==> config.mk <==
export PLATFORM = sky130hd
export DESIGN_NAME = xmem_mux_bridge
export DESIGN_NICKNAME = d
export VERILOG_FILES = /design/src/rtl/xmem_pkg.sv /design/src/rtl/xmem_seq.sv /design/src/rtl/xmem_pads.sv /design/src/rtl/xmem_rcap.sv /design/src/rtl/xmem_mux_bridge.sv
export SDC_FILE = /design/constraint.sdc
export NUM_CORES = 1
export LEC_CHECK = 0
export BUFFER_PORTS_ARGS = -buffer_cell sky130_fd_sc_hd__clkbuf_2
export CAP_MARGIN = 10
export CORE_MARGIN = 10
export CORE_UTILIZATION = 49
export DETAILED_ROUTE_END_ITERATION = 8
export PLACE_DENSITY = 0.82
export SKIP_CTS_REPAIR_TIMING = 1
export SLEW_MARGIN = 20
export SYNTH_ARGS = -nofsm -noshare
export SYNTH_HDL_FRONTEND = slang
export SYNTH_HIERARCHICAL = 1
export SYNTH_SLANG_ARGS = --single-unit
export TNS_END_PERCENT = 10
==> constraint.sdc <==
create_clock -name clk -period 1.7 [get_ports clk]
set_clock_uncertainty 0.05 [all_clocks]
set_input_delay 0.17 -clock clk [delete_from_list [all_inputs] [get_ports clk]]
set_output_delay 0.17 -clock clk [all_outputs]
set_load 0.02 [all_outputs]
==> src/rtl/xmem_pkg.sv <==
// Shared types for the multiplexed external memory bridge.
// Assumes: phase order is fixed; each module decodes the phase it needs.
package xmem_pkg;
    typedef enum logic [2:0] {
        PH_IDLE    = 3'd0,
        PH_ADDR    = 3'd1,
        PH_HOLD    = 3'd2,
        PH_SETUP   = 3'd3,
        PH_STROBE  = 3'd4,
        PH_RECOVER = 3'd5
    } phase_t;
endpackage

==> src/rtl/xmem_seq.sv <==
// Phase sequencer: accepts one request from idle, latches its fields and
// walks the address, hold, setup, strobe and recovery phases.
// Assumes: the core holds req until ready; STB_CYC >= 1.
module xmem_seq
    import xmem_pkg::*;
#(
    parameter int ADDR_W  = 16,
    parameter int DATA_W  = 8,
    parameter int STB_CYC = 2
) (
    input  logic              clk,
    input  logic              rst_n,
    input  logic              req,
    input  logic              we,
    input  logic [ADDR_W-1:0] addr,
    input  logic [DATA_W-1:0] wdata,
    output phase_t            phase,
    output logic [ADDR_W-1:0] lat_addr,
    output logic              lat_we,
    output logic [DATA_W-1:0] lat_wdata,
    output logic              cap_en
);
    localparam int CW = (STB_CYC > 1) ? $clog2(STB_CYC) : 1;
    localparam logic [CW-1:0] STB_LAST = CW'(STB_CYC - 1);

    logic [CW-1:0] stb_cnt;
    logic          stb_done;

    // Last strobe cycle reached.
    assign stb_done = (stb_cnt == STB_LAST);
    // Capture read data on the edge that ends the read strobe.
    assign cap_en = (phase == PH_STROBE) && stb_done && !lat_we;

    // Advance the phase and count strobe cycles.
    always_ff @(posedge clk) begin
        if (!rst_n) begin
            phase   <= PH_IDLE;
            stb_cnt <= '0;
        end else begin
            case (phase)
                PH_IDLE:    if (req) phase <= PH_ADDR;
                PH_ADDR:    phase <= PH_HOLD;
                PH_HOLD:    phase <= PH_SETUP;
                PH_SETUP: begin
                    phase   <= PH_STROBE;
                    stb_cnt <= '0;
                end
                PH_STROBE: begin
                    if (stb_done) phase <= PH_RECOVER;
                    else          stb_cnt <= stb_cnt + 1'b1;
                end
                default:    phase <= PH_IDLE;
            endcase
        end
    end

    // Sample the request fields only when the request is accepted.
    always_ff @(posedge clk) begin
        if (!rst_n) begin
            lat_addr  <= '0;
            lat_we    <= 1'b0;
            lat_wdata <= '0;
        end else if (phase == PH_IDLE && req) begin
            lat_addr  <= addr;
            lat_we    <= we;
            lat_wdata <= wdata;
        end
    end
endmodule

==> src/rtl/xmem_pads.sv <==
// Pin decoder: turns the phase and the latched request into latch enable,
// strobes, shared-line drive value and drive enable.
// Assumes: DATA_W is the low address slice width as well as the data width.
module xmem_pads
    import xmem_pkg::*;
#(
    parameter int ADDR_W = 16,
    parameter int DATA_W = 8
) (
    input  phase_t            phase,
    input  logic [ADDR_W-1:0] lat_addr,
    input  logic              lat_we,
    input  logic [DATA_W-1:0] lat_wdata,
    output logic [DATA_W-1:0] ad_out,
    output logic              ad_oe,
    output logic [ADDR_W-DATA_W-1:0] a_hi,
    output logic              ale,
    output logic              wr_n,
    output logic              rd_n,
    output logic              ready
);
    // The high address byte follows the latched address throughout.
    assign a_hi = lat_addr[ADDR_W-1:DATA_W];

    // Decode the per-phase pin values.
    always_comb begin
        ad_out = '0;
        ad_oe  = 1'b0;
        ale    = 1'b0;
        wr_n   = 1'b1;
        rd_n   = 1'b1;
        ready  = 1'b0;
        case (phase)
            PH_ADDR: begin
                ale    = 1'b1;
                ad_oe  = 1'b1;
                ad_out = lat_addr[DATA_W-1:0];
            end
            PH_HOLD: begin
                ad_oe  = 1'b1;
                ad_out = lat_addr[DATA_W-1:0];
            end
            PH_SETUP: begin
                ad_oe  = lat_we;
                ad_out = lat_we ? lat_wdata : '0;
            end
            PH_STROBE: begin
                ad_oe  = lat_we;
                ad_out = lat_we ? lat_wdata : '0;
                wr_n   = !lat_we;
                rd_n   = lat_we;
            end
            PH_RECOVER: begin
                ad_oe  = lat_we;
                ad_out = lat_we ? lat_wdata : '0;
                ready  = 1'b1;
            end
            default: ;
        endcase
    end
endmodule

==> src/rtl/xmem_rcap.sv <==
// Read capture register: stores the shared-line value when enabled.
// Assumes: the enable is high for exactly the last read-strobe cycle.
module xmem_rcap #(
    parameter int DATA_W = 8
) (
    input  logic              clk,
    input  logic              rst_n,
    input  logic              cap_en,
    input  logic [DATA_W-1:0] ad_in,
    output logic [DATA_W-1:0] rdata
);
    // Hold the last read result until the next capture.
    always_ff @(posedge clk) begin
        if (!rst_n)      rdata <= '0;
        else if (cap_en) rdata <= ad_in;
    end
endmodule

==> src/rtl/xmem_mux_bridge.sv <==
// Top of the multiplexed external memory bridge: sequencer, pin decoder
// and read capture. Assumes one outstanding access and an external latch
// that is transparent while ale is high.
module xmem_mux_bridge
    import xmem_pkg::*;
#(
    parameter int ADDR_W  = 16,
    parameter int DATA_W  = 8,
    parameter int STB_CYC = 2
) (
    input  logic                     clk,
    input  logic                     rst_n,
    input  logic                     req,
    input  logic                     we,
    input  logic [ADDR_W-1:0]        addr,
    input  logic [DATA_W-1:0]        wdata,
    output logic                     ready,
    output logic [DATA_W-1:0]        rdata,
    output logic [DATA_W-1:0]        ad_out,
    output logic                     ad_oe,
    input  logic [DATA_W-1:0]        ad_in,
    output logic [ADDR_W-DATA_W-1:0] a_hi,
    output logic                     ale,
    output logic                     wr_n,
    output logic                     rd_n
);
    phase_t            phase;
    logic [ADDR_W-1:0] lat_addr;
    logic              lat_we;
    logic [DATA_W-1:0] lat_wdata;
    logic              cap_en;

    xmem_seq #(.ADDR_W(ADDR_W), .DATA_W(DATA_W), .STB_CYC(STB_CYC)) u_seq (
        .clk(clk), .rst_n(rst_n), .req(req), .we(we), .addr(addr),
        .wdata(wdata), .phase(phase), .lat_addr(lat_addr),
        .lat_we(lat_we), .lat_wdata(lat_wdata), .cap_en(cap_en)
    );

    xmem_pads #(.ADDR_W(ADDR_W), .DATA_W(DATA_W)) u_pads (
        .phase(phase), .lat_addr(lat_addr), .lat_we(lat_we),
        .lat_wdata(lat_wdata), .ad_out(ad_out), .ad_oe(ad_oe),
        .a_hi(a_hi), .ale(ale), .wr_n(wr_n), .rd_n(rd_n), .ready(ready)
    );

    xmem_rcap #(.DATA_W(DATA_W)) u_rcap (
        .clk(clk), .rst_n(rst_n), .cap_en(cap_en), .ad_in(ad_in),
        .rdata(rdata)
    );
endmodule

==> results of run 1 <==
-- routing by layer --
metal / share of wire (%) / GRT usage, %
met1: 41 / 13.5
met2: 49 / 20.0
met3: 8.1 / 6.01
met4: 2.3 / 4.75
met5: 0 / 0
-- power groups by stage --
stage,clock network [µW],logic [µW],registers (µW)
floorplan,0,339,980
global placement,0,404,992
detailed placement,0,411,995
CTS,771,412,975
global route,809,513,986
finish,749,468,976
-- state kept, by name (all words and copies together), names as in the netlist --
signal / count
u_seq/lat_addr: 16
u_seq/phase: 3
u_seq/lat_wdata: 8
u_rcap/rdata: 8
u_seq/lat_we: 1
u_seq/stb_cnt: 1
-- cell type report --
class / instances / area [µm²] / share of cell area [%]
multi-input combinational: 129 / 892 / 37.3
sequential: 37 / 756 / 31.6
clock buffer: 5 / 37.5 / 1.57
tap: 46 / 57.6 / 2.41
timing repair buffer: 85 / 582 / 24.3
clock inverter: 3 / 65.1 / 2.72
-- per-stage QoR --
stage               TNS (ns)  hold slack [ns]  cells
global route          -0.568        -0.000229    305
floorplan                  0            0.248    188
global placement           0            0.350    283
detailed placement         0            0.358    283
CTS                    -2.02          -0.0228    291
finish               -0.0121         -0.00790    305
-- worst reg2reg max path, stage by stage, from the launching register on --
cell and delay, ns:
dfxtp_4 0.39, buf_12 0.15, nor4b_4 0.33, buf_12 0.25, mux2i_1 0.23
-- cells by family (layout without fill, tap and decap cells) --
family | after synthesis | in the layout | synth area share, %
mux | 33 | 33 | 18.5
buf+inv | 22 | 93 | 10.6
simple gates | 78 | 78 | 21.2
compound gates | 16 | 16 | 7.22
flops | 37 | 37 | 41.5
xor+xnor | 2 | 2 | 0.981
-- path summary, 6_finish.rpt --
kind / startpoint / to / cells past startpoint
worst min-delay path: addr[8] / u_seq/lat_addr[8] / 3
worst min register to register: u_seq/lat_addr[15] / u_seq/lat_addr[15] / 2
worst max-delay path: u_seq/phase[2] / ad_out[0] / 4
worst max register to register: u_seq/phase[2] / u_seq/lat_addr[11] / 4
-- cell usage in the layout (no fill, tap or decap), types with 2 or more instances in the layout --
master         netlist  layout
a22o_1               8       8
buf_12               2       3
buf_2                2       2
buf_4                8      10
buf_6                4       3
bufinv_16            0       2
clkbuf_2             0      55
clkbuf_4             0       5
dfxtp_1             37      33
dfxtp_4              0       4
dlygate4sd3_1        0      10
mux2i_1             33      33
nand2_1             53      52
nand3b_1             3       3
nor2_1               2       2
nor2b_1              8       8
nor3b_1              2       2
o21bai_1             2       2
==> results summary, run 1 <==
The run finished, with violations left. The checks that failed: hold timing, setup timing. The cell at the slowest stage of the critical path is dfxtp_4. Data on the critical path arrives at its endpoint at approximately 1.5 ns. In the synthesized netlist the dominant register cell turns out to be dfxtp_1. The proportion of power drawn by flip-flops and latches is 44.5%.

The post-CTS clock slew at the launch and capture registers of the worst setup and hold paths is approximately 0.11 ns. The first detailed-routing pass took 4 iterations. The endpoint class of the critical path is an output port. The relative contribution of combinational cells to total power is 21.3%. The final estimated routing congestion in global placement came out at slightly above 0.7. The area share of the largest cell type after synthesis is about two fifths.

The count of max-cap constraint violations came out at 0. The largest net degree at the start of global routing came out at 47. The class of the tightest hold or removal check is input pin to register. The summed instance area of the synthesized netlist is roughly 1800 µm². A synthesized cell averages around 9.5 µm². The pre-CTS setup slack is between 0.1 and 0.15 ns. The maximum root-to-sink buffer count came out at 2. The clock network is responsible for around a third of the overall power. The total global routing overflow is 0. The core region area is approximately 3400 µm². The worst ir drop on vdd came out at approximately 0.8 mV. The delay of the slowest cell on the worst path is around 0.4 ns. The switching component of the power came out at around 580 µW. The number of antenna violations at the first check in global routing was 0. Once detailed placement completed, the half-perimeter wirelength came to about 3000 µm. Counting distinct cell types in the post-synthesis netlist gives 32. In the post-synthesis netlist, the cell with the most instances is nand2_1. Sorting the synthesized cells by area gives the leading types as dfxtp_1 (41%), mux2i_1 (19%), nand2_1 (11%), a22o_1 (3.9%), buf_4 (3.4%). The commonest cells after synthesis are nand2_1 (53), dfxtp_1 (37), mux2i_1 (33). After synthesis, flip-flops and latches occupy 41.5% of the total area. After the last flow step, the layout net total stands at just under 300. After floorplanning, the core was divided into 21 placement rows.

The end-of-flow core utilization came out at between 60% and 70%. Net switching is a little over a quarter of the power. Cells with a size suffix above 1 make up 36.7% of the layout.

The internal power component is 1620 µW. The number of enable flip-flop cells after synthesis is 0. The starting DRC count in detailed routing came out at 76. The Yosys warning count is 6. The H-tree generated during clock tree synthesis spans 2 levels. The root buffer cell chosen for the clock tree is clkbuf_4. The maximum fanout encountered on the critical timing path is 8. The worst endpoint required time came out at between 1 and 1.5 ns.

The first-pass GRT wire length came out at about 6500 µm. The clock insertion delay at the later pin of the skew report came out at between 0.3 and 0.4 ns. The number of endpoints failing setup at the final stage came out at 1. The slew at the pin with the worst max-slew slack came out at 0.370 ns.

Among cell families on the critical path, the largest total delay comes from flip-flops. The via density per instance came out at just under 5. The total CTS buffers is 5. The post-synth net total is about 220. The finished layout cell area came out at between 2000 and 2500 µm². The starting density of the core is around 52%. The gate count after technology mapping came out at around 190.

The TritonCTS clock tree is done. The leakage power is 0.00107 µW. The hold violation total from the final report is 7. The number of buffer cells added on primary ports is between 60 and 70. CTS saw 37 sinks.

The die extent in y is approximately 80 µm. The antenna diode instance count is 0. The wire length after detailed routing is between 4000 and 5000 µm.

The relative slew slack came out at 75.3%. The register bit total from synthesis is 37. Derived from the worst setup path, the maximum achievable clock frequency is between 500 and 600 MHz.

The fraction of the cycle the final worst path needs is 101%. Walking the worst path, the cells encountered are nand4b_1, o21ai_4, a22o_1, buf_2. The final-layout worst hold slack is -0.00790 ns.

The vias after detailed routing came out at roughly 1.5k. The floorplan step defined a die boundary enclosing 6460 µm². Across all register-to-register paths, the minimum setup slack is about 0.23 ns.

The post-layout minimum cycle time is between 1.5 and 2 ns. The number of top-level pins came out at between 60 and 70. The total power consumption of the routed design is 2190 µW. The via count of the first global-routing pass came out at about 1.4k. In the final routed layout, each cell accounts on average for approximately 14 µm. The global-route total usage across every layer came out at 12.3%. The number of pins with negative max-slew slack in the final report came out at 0. The largest total area in the synthesized netlist belongs to dfxtp_1. The DRC violations left came out at 0. The final-layout fill cell count came out at around 280.

The number of nets with antenna violations after routing came out at 0. Dividing total power by cell area gives a power density of 918 nW/µm². After layout, the worst setup slack is -0.0121 ns.

For this run, asynchronously set or reset flops after synthesis account for 0%. STA classifies the critical path startpoint as a register. The critical path class is register to output port.

The area growth from synthesis to layout came out at 33.8%. The total placed instance area came out at a little over 2000 µm². Setup repair after global routing could not meet its margin everywhere.

The die extent in x came out at between 80 and 90 µm. Together, buffers and inverters on the worst path number 1.
Note: power is estimated with default switching activity, not from simulation.
==> run 2: changes to the inputs <==
- clock period: 1.7 -> 1.8 ns (I/O delays scaled with it)
==> results summary, run 2 (same netlist as run 1, synthesis figures left out) <==
The die covers between 6000 and 7000 µm². The post-CTS clock slew at the launch and capture registers of the worst setup and hold paths came out at about 0.11 ns. The worst setup path is captured at an output port. After floorplanning, the core was sized to cover about 3400 µm². The die extent in x came out at between 80 and 90 µm. The proportion of power drawn by flip-flops and latches came out at between 40% and 50%. The number of cell rows came out at 21. The deepest level of the CTS H-tree is 2. The switching component of the power came out at roughly 530 µW. The number of endpoints failing setup at the final stage came out at 0.

Compared with the post-synthesis result, the final layout area differs by 26.8%. The number of antenna diodes in the final layout is 0. The relative slew slack came out at around three quarters. The count of nets after finishing is about 280. During I/O placement, the number of pins put on the boundary was 65. The maximum root-to-sink buffer count is 2. The finished layout cell area is 2260 µm². For this design the static power due to leakage is 0.00100 µW. The highest clock rate came out at between 500 and 600 MHz. The total placed instance area is around 2000 µm². The power density over the cells came out at approximately 860 nW/µm².

The largest net degree at the start of global routing came out at 46. The final HPWL from detailed placement is slightly below 3000 µm. The final estimated routing congestion in global placement came out at ~0.73. The relative contribution of combinational cells to total power is 21.7%. The post-layout minimum cycle time came out at 1.73 ns. The worst ir drop on vdd is between 0.5 and 0.6 mV. The count of max-cap constraint violations is 0. The library cells used most frequently in the layout, excluding fill and tap cells, are clkbuf_2 (58), nand2_1 (53), mux2i_1 (33), dfxtp_1 (33). In the post-route analysis, the smallest setup slack over all paths is about 0.073 ns. The launching point of the worst reg2reg path is u_seq/phase[1].

The setup check on the worst reg-to-reg path leaves a slack of slightly below 0.3 ns. The library cell used most frequently in the layout, excluding fill and tap cells, is clkbuf_2. The worst reg-to-reg path cell count is 6. The maximum fanout encountered on the critical timing path came out at 8. The source of the critical timing path is u_seq/phase[1]. The count of buffers added on input and output ports is 64. Fill cells in the final layout number approximately 290. The number of antenna violations at the first check in global routing is 0.

The class of the tightest hold or removal check is input pin to register. For this block, the initial DRC count from the detailed router was 60. After detailed routing, the number of vias per cell comes to 4.89. The terminus of the critical flop-to-flop path is u_rcap/rdata[3]. The DRC violations left came out at 0.

In the final layout, the registers with the most flip-flops are u_seq/lat_addr (16), u_rcap/rdata (8), u_seq/lat_wdata (8). The wire length after detailed routing is between 3000 and 4000 µm. The number of flip-flops under the largest register name came out at 16.

The fraction of final layout cells sized beyond drive strength 1 is between 30 and 40%. The final non-filler cell total is a little under 300. The worst endpoint required time is 1.57 ns. The element type at the critical path start is a register. Ranked by flip-flop count, first place goes to u_seq/lat_addr. For this run, the detailed router's first-pass iteration total came to 6. The arrival time of the worst setup path is around 1.5 ns.

The hold path startpoint is addr[15]. The TritonCTS clock tree is done. The hold violation total from the final report came out at 0.

In this run, the clock network consumes a little under a third of the power. At the pin with the least slew margin, the transition time is ~0.38 ns. The via count of the first global-routing pass is about 1.4k. Net switching is between 20% and 30% of the power. The initial utilization of the core area, before any placement, comes to 52.3%.

The flow ran to the end, and the final reports show no timing, DRC or antenna violations. The cell count after placement is between 200 and 300. The pre-CTS setup slack came out at 0.218 ns. After routing, the total negative slack on setup checks comes to 0 ns. The number of stages on the worst hold path came out at 3. The die is 80.4 µm tall. Dividing the detail-routed wire length by the instance count gives between 10 and 15 µm. The global-route total usage across every layer came out at between 10% and 20%. Counting every sink on the clock net gives 37.

The first-pass GRT wire length came out at approximately 6500 µm. The internal power of the cells totals between 1000 and 1500 µW. The vias after detailed routing is approximately 1.4k. The clock tree root buffer cell is clkbuf_4.

The number of nets with antenna violations after routing is 0. The total CTS buffers came out at 5. The critical path is of the register to output port type. The total global routing overflow is 0. The number of pins with negative max-slew slack in the final report came out at 0. The clock insertion delay at the later pin of the skew report is between 0.3 and 0.4 ns. For hold timing, the worst endpoint is u_seq/lat_addr[15]. The fraction of the cycle the final worst path needs is between 90% and 100%.
-- run 2: cell count changes in the layout (fill, tap and decap cells not counted), sizes merged --
cell	previous run	this run
buf	19	14
bufinv	2	1
clkbuf	60	66
clkinv	1	0
dlygate4sd3	10	2
dlymetal6s2s	1	0
-- run 2: power by group through the flow --
stage | Clock, µW | Combinational, µW | Sequential, µW
after CTS | 613 | 384 | 920
after global routing | 642 | 461 | 933
after detailed placement | 0 | 382 | 939
final | 598 | 422 | 924
after floorplan | 0 | 320 | 925
after global placement | 0 | 376 | 937
-- run 2: layout make-up --
type                            instances  area (µm²)  area share, %
Multi-Input combinational cell        129         878           38.8
Sequential cell                        37         756           33.4
Timing Repair Buffer                   75         487           21.5
Tap cell                               46        57.6           2.54
Clock buffer                            7        55.1           2.43
Clock inverter                          1        30.0           1.33
-- run 2: worst max-delay path, stage by stage (launching register included) --
cell and delay [ns]:
dfxtp_4 0.40, buf_12 0.11, nand4b_1 0.14, o21ai_4 0.16, a22o_1 0.19, clkbuf_2 0.16
-- run 2: stage by stage --
step	utilization (%)	hold WS, ns	power (µW)
after floorplan	-	0.258	1250
after global placement	60.3	0.362	1310
after detailed placement	60.3	0.368	1320
after CTS	62.8	-0.00822	1920
after global routing	66.3	0.00193	2040
final	66.3	0.00341	1940
-- run 2: worst max path at each step --
stage / end / slack [ns] / cells past startpoint
after floorplan: ad_oe / 0.36 / 3
after global placement: ad_out[1] / 0.26 / 4
after detailed placement: ad_out[5] / 0.22 / 4
after CTS: ad_out[5] / -0.17 / 4
after global routing: ad_oe / -0.02 / 5
final: ad_out[6] / 0.07 / 5
-- run 2: routing by layer --
metal	vias to the layer above	wire, µm	track usage [%]
met5	-	0	0
met4	0	60	5.81
met3	7	269	3.56
met2	45	1870	20.0
met1	645	1800	14.6
li1	745	-	-
==> run 3: changes to the inputs <==
- CORE_UTILIZATION: 49 -> 45
- PLACE_DENSITY: 0.82 -> 0.77
- TNS_END_PERCENT: 10 -> not set
==> results summary, run 3 (same netlist as run 1, synthesis figures left out) <==
The run finished with clean final reports. Leaving out fill and tap cells, the most frequent cell in the layout is clkbuf_2. The number of antenna violations at the first check in global routing came out at 0. The number of buffer cells added on primary ports is between 60 and 70. The final estimated routing congestion in global placement came out at between 0.7 and 0.8. The maximum root-to-sink buffer count came out at 2. The finished layout cell area is between 2000 and 2500 µm². The total placed instance area is 2060 µm². The library cells used most frequently in the layout, excluding fill and tap cells, are clkbuf_2 (64), nand2_1 (53), mux2i_1 (33), dfxtp_1 (33).

The relative slew slack came out at a little over 80%. The via count of the first global-routing pass came to approximately 1.3k. The class of the tightest hold or removal check is input pin to register.

The sink of the worst hold path is u_seq/lat_addr[3]. Setup violations remaining at the end of the flow were counted as 0. The first-pass GRT wire length came out at approximately 6200 µm. Measured in cells, the most critical reg-to-reg path has a length of 6. For the worst setup path, the data required time is ~1.6 ns. Measured along the x axis, the die boundary spans slightly above 80 µm. The starting DRC count in detailed routing came out at between 60 and 70. The largest individual stage delay along the critical path comes from the cell dfxtp_2.

For this run, the slowest stage of the critical path takes 0.40 ns. The initial utilization of the core area, before any placement, comes to about 48%. The hold path startpoint is addr[3].

In this run the critical register-to-register path is captured at u_rcap/rdata[5]. TritonCTS built the clock tree. The DRC violations left came out at 0. The pre-CTS setup slack is 0.229 ns.

The minimum setup slack in the final design is about 0.13 ns. The element type at the critical path start is a register. The hold violation total from the final report came out at 0.

The die is 83.0 µm tall. Walking the worst path, the cells encountered are nand2_1, o21ai_4, a22o_1, clkbuf_2. The number of flip-flops under the largest register name is 16. In the final layout, the share of cells above drive strength 1 is between 30 and 40%. By startpoint and endpoint, the worst setup path is classified as register to output port. The worst ir drop on vdd came out at roughly 0.62 mV. Data on the critical path arrives at its endpoint at approximately 1.4 ns. The first detailed-routing pass ran for 4 iterations.

Setup repair after global routing left no endpoint under its margin. The clock net in this run drives a total of 37 sinks. The antenna diode instance count came out at 0. The post-CTS clock slew at the launch and capture registers of the worst setup and hold paths is roughly 0.070 ns. The total CTS buffers is 5. The largest registers in the layout are u_seq/lat_addr (16), u_rcap/rdata (8), u_seq/lat_wdata (8). The number of top-level pins is 65. The area of the die is between 6000 and 7000 µm². The via density per instance came out at 4.77. The number of nets with antenna violations after routing came out at 0.

The root buffer cell chosen for the clock tree is clkbuf_8. For this run, the top clock speed supported by timing is 599 MHz. The core region area came out at 3740 µm². The leakage power is about 0.00098 µW.

Along the worst path, the maximum fanout reaches 8. The final-layout fill cell count came out at approximately 360. Across every metal layer, demand over resource in global routing totals 10.7%. Entering global routing, the biggest net connects 29 pins.

Row generation in the floorplan step produced 22 rows. The setup slack on the worst flop-to-flop path is roughly 0.36 ns. The post-layout minimum cycle time is 1.67 ns. The slew at the pin with the worst max-slew slack is around 0.27 ns. The wire length after detailed routing came out at about 3800 µm.

The number of pins with negative max-slew slack in the final report came out at 0. The fraction of the cycle the final worst path needs is between 90 and 100%. For this run the aggregate overflow at the end of global routing stands at 0. The count of nets after finishing is about 280. The final HPWL from detailed placement is just under 3000 µm.

The vias after detailed routing came out at around 1.4k. The clock insertion delay at the later pin of the skew report is 0.28 ns. The worst hold path was traced through 3 stages. The count of max-cap constraint violations came out at 0. CTS built an H-tree with a depth of 2. The end-of-flow core utilization came out at between 50% and 60%.

In the final routed layout, each cell accounts on average for between 10 and 15 µm. The area growth from synthesis to layout is 23.2%. STA classifies the critical path endpoint as an output port.

Ranked by flip-flop count, first place goes to u_seq/lat_addr. The worst register-to-register path begins at u_seq/phase[2]. Power spread over the standard cell area amounts to a little over 900 nW/µm².
## run 3: worst max-delay path by stage
stage | endpoint | slack, ns | cells after the start | start
6_report | ad_out[5] | 0.13 | 4 | u_seq/lat_we
5_1_grt | ad_out[5] | 0.04 | 4 | u_seq/phase[2]
4_1_cts | ad_out[5] | -0.08 | 4 | u_seq/phase[1]
3_5_place_dp | ad_out[5] | 0.23 | 4 | u_seq/phase[1]
3_3_place_gp | ad_out[5] | 0.23 | 4 | u_seq/phase[1]
2_1_floorplan | ad_oe | 0.36 | 3 | u_seq/phase[2]
## run 3: final cells by class
cell class	count	area [µm²]	area share, %
Tap cell	48	60.1	2.73
Clock inverter	2	37.5	1.71
Clock buffer	6	82.6	3.75
Sequential cell	37	748	34.0
Timing Repair Buffer	72	393	17.9
Multi-Input combinational cell	129	878	39.9
## run 3: per-stage QoR
step	cells	hold WS [ns]	power [µW]	setup TNS [ns]
final	294	0.0674	2030	0
after global routing	294	0.0590	2140	0
after CTS	294	0.0551	2050	-0.555
after detailed placement	286	0.365	1320	0
after global placement	286	0.359	1310	0
after floorplan	188	0.258	1250	0
## run 3: power breakdown
group	switching (µW)	total (µW)	leakage (µW)	internal (µW)
Sequential	48.4	929	0.000304	880
Clock	280	730	0.0000574	450
Combinational	197	368	0.000618	171
## run 3: layer usage
layer  vias to the layer above  wire length [µm]  GRT usage [%]
met2                        43              1850           17.0
met1                       618              1550           11.7
met5                         -                 0              0
met4                         0                65           5.08
li1                        735                 -              -
met3                         5               355           5.08
## run 3: critical path: cells and delay by family (launching register included)
| kind | cells | cell delay [ns] |
|---|---|---|
| AO/OA/AOI/OAI | 2 | 0.47 |
| AND/OR/NAND/NOR | 1 | 0.11 |
| buffers and inverters | 1 | 0.17 |
| flip-flops | 1 | 0.40 |
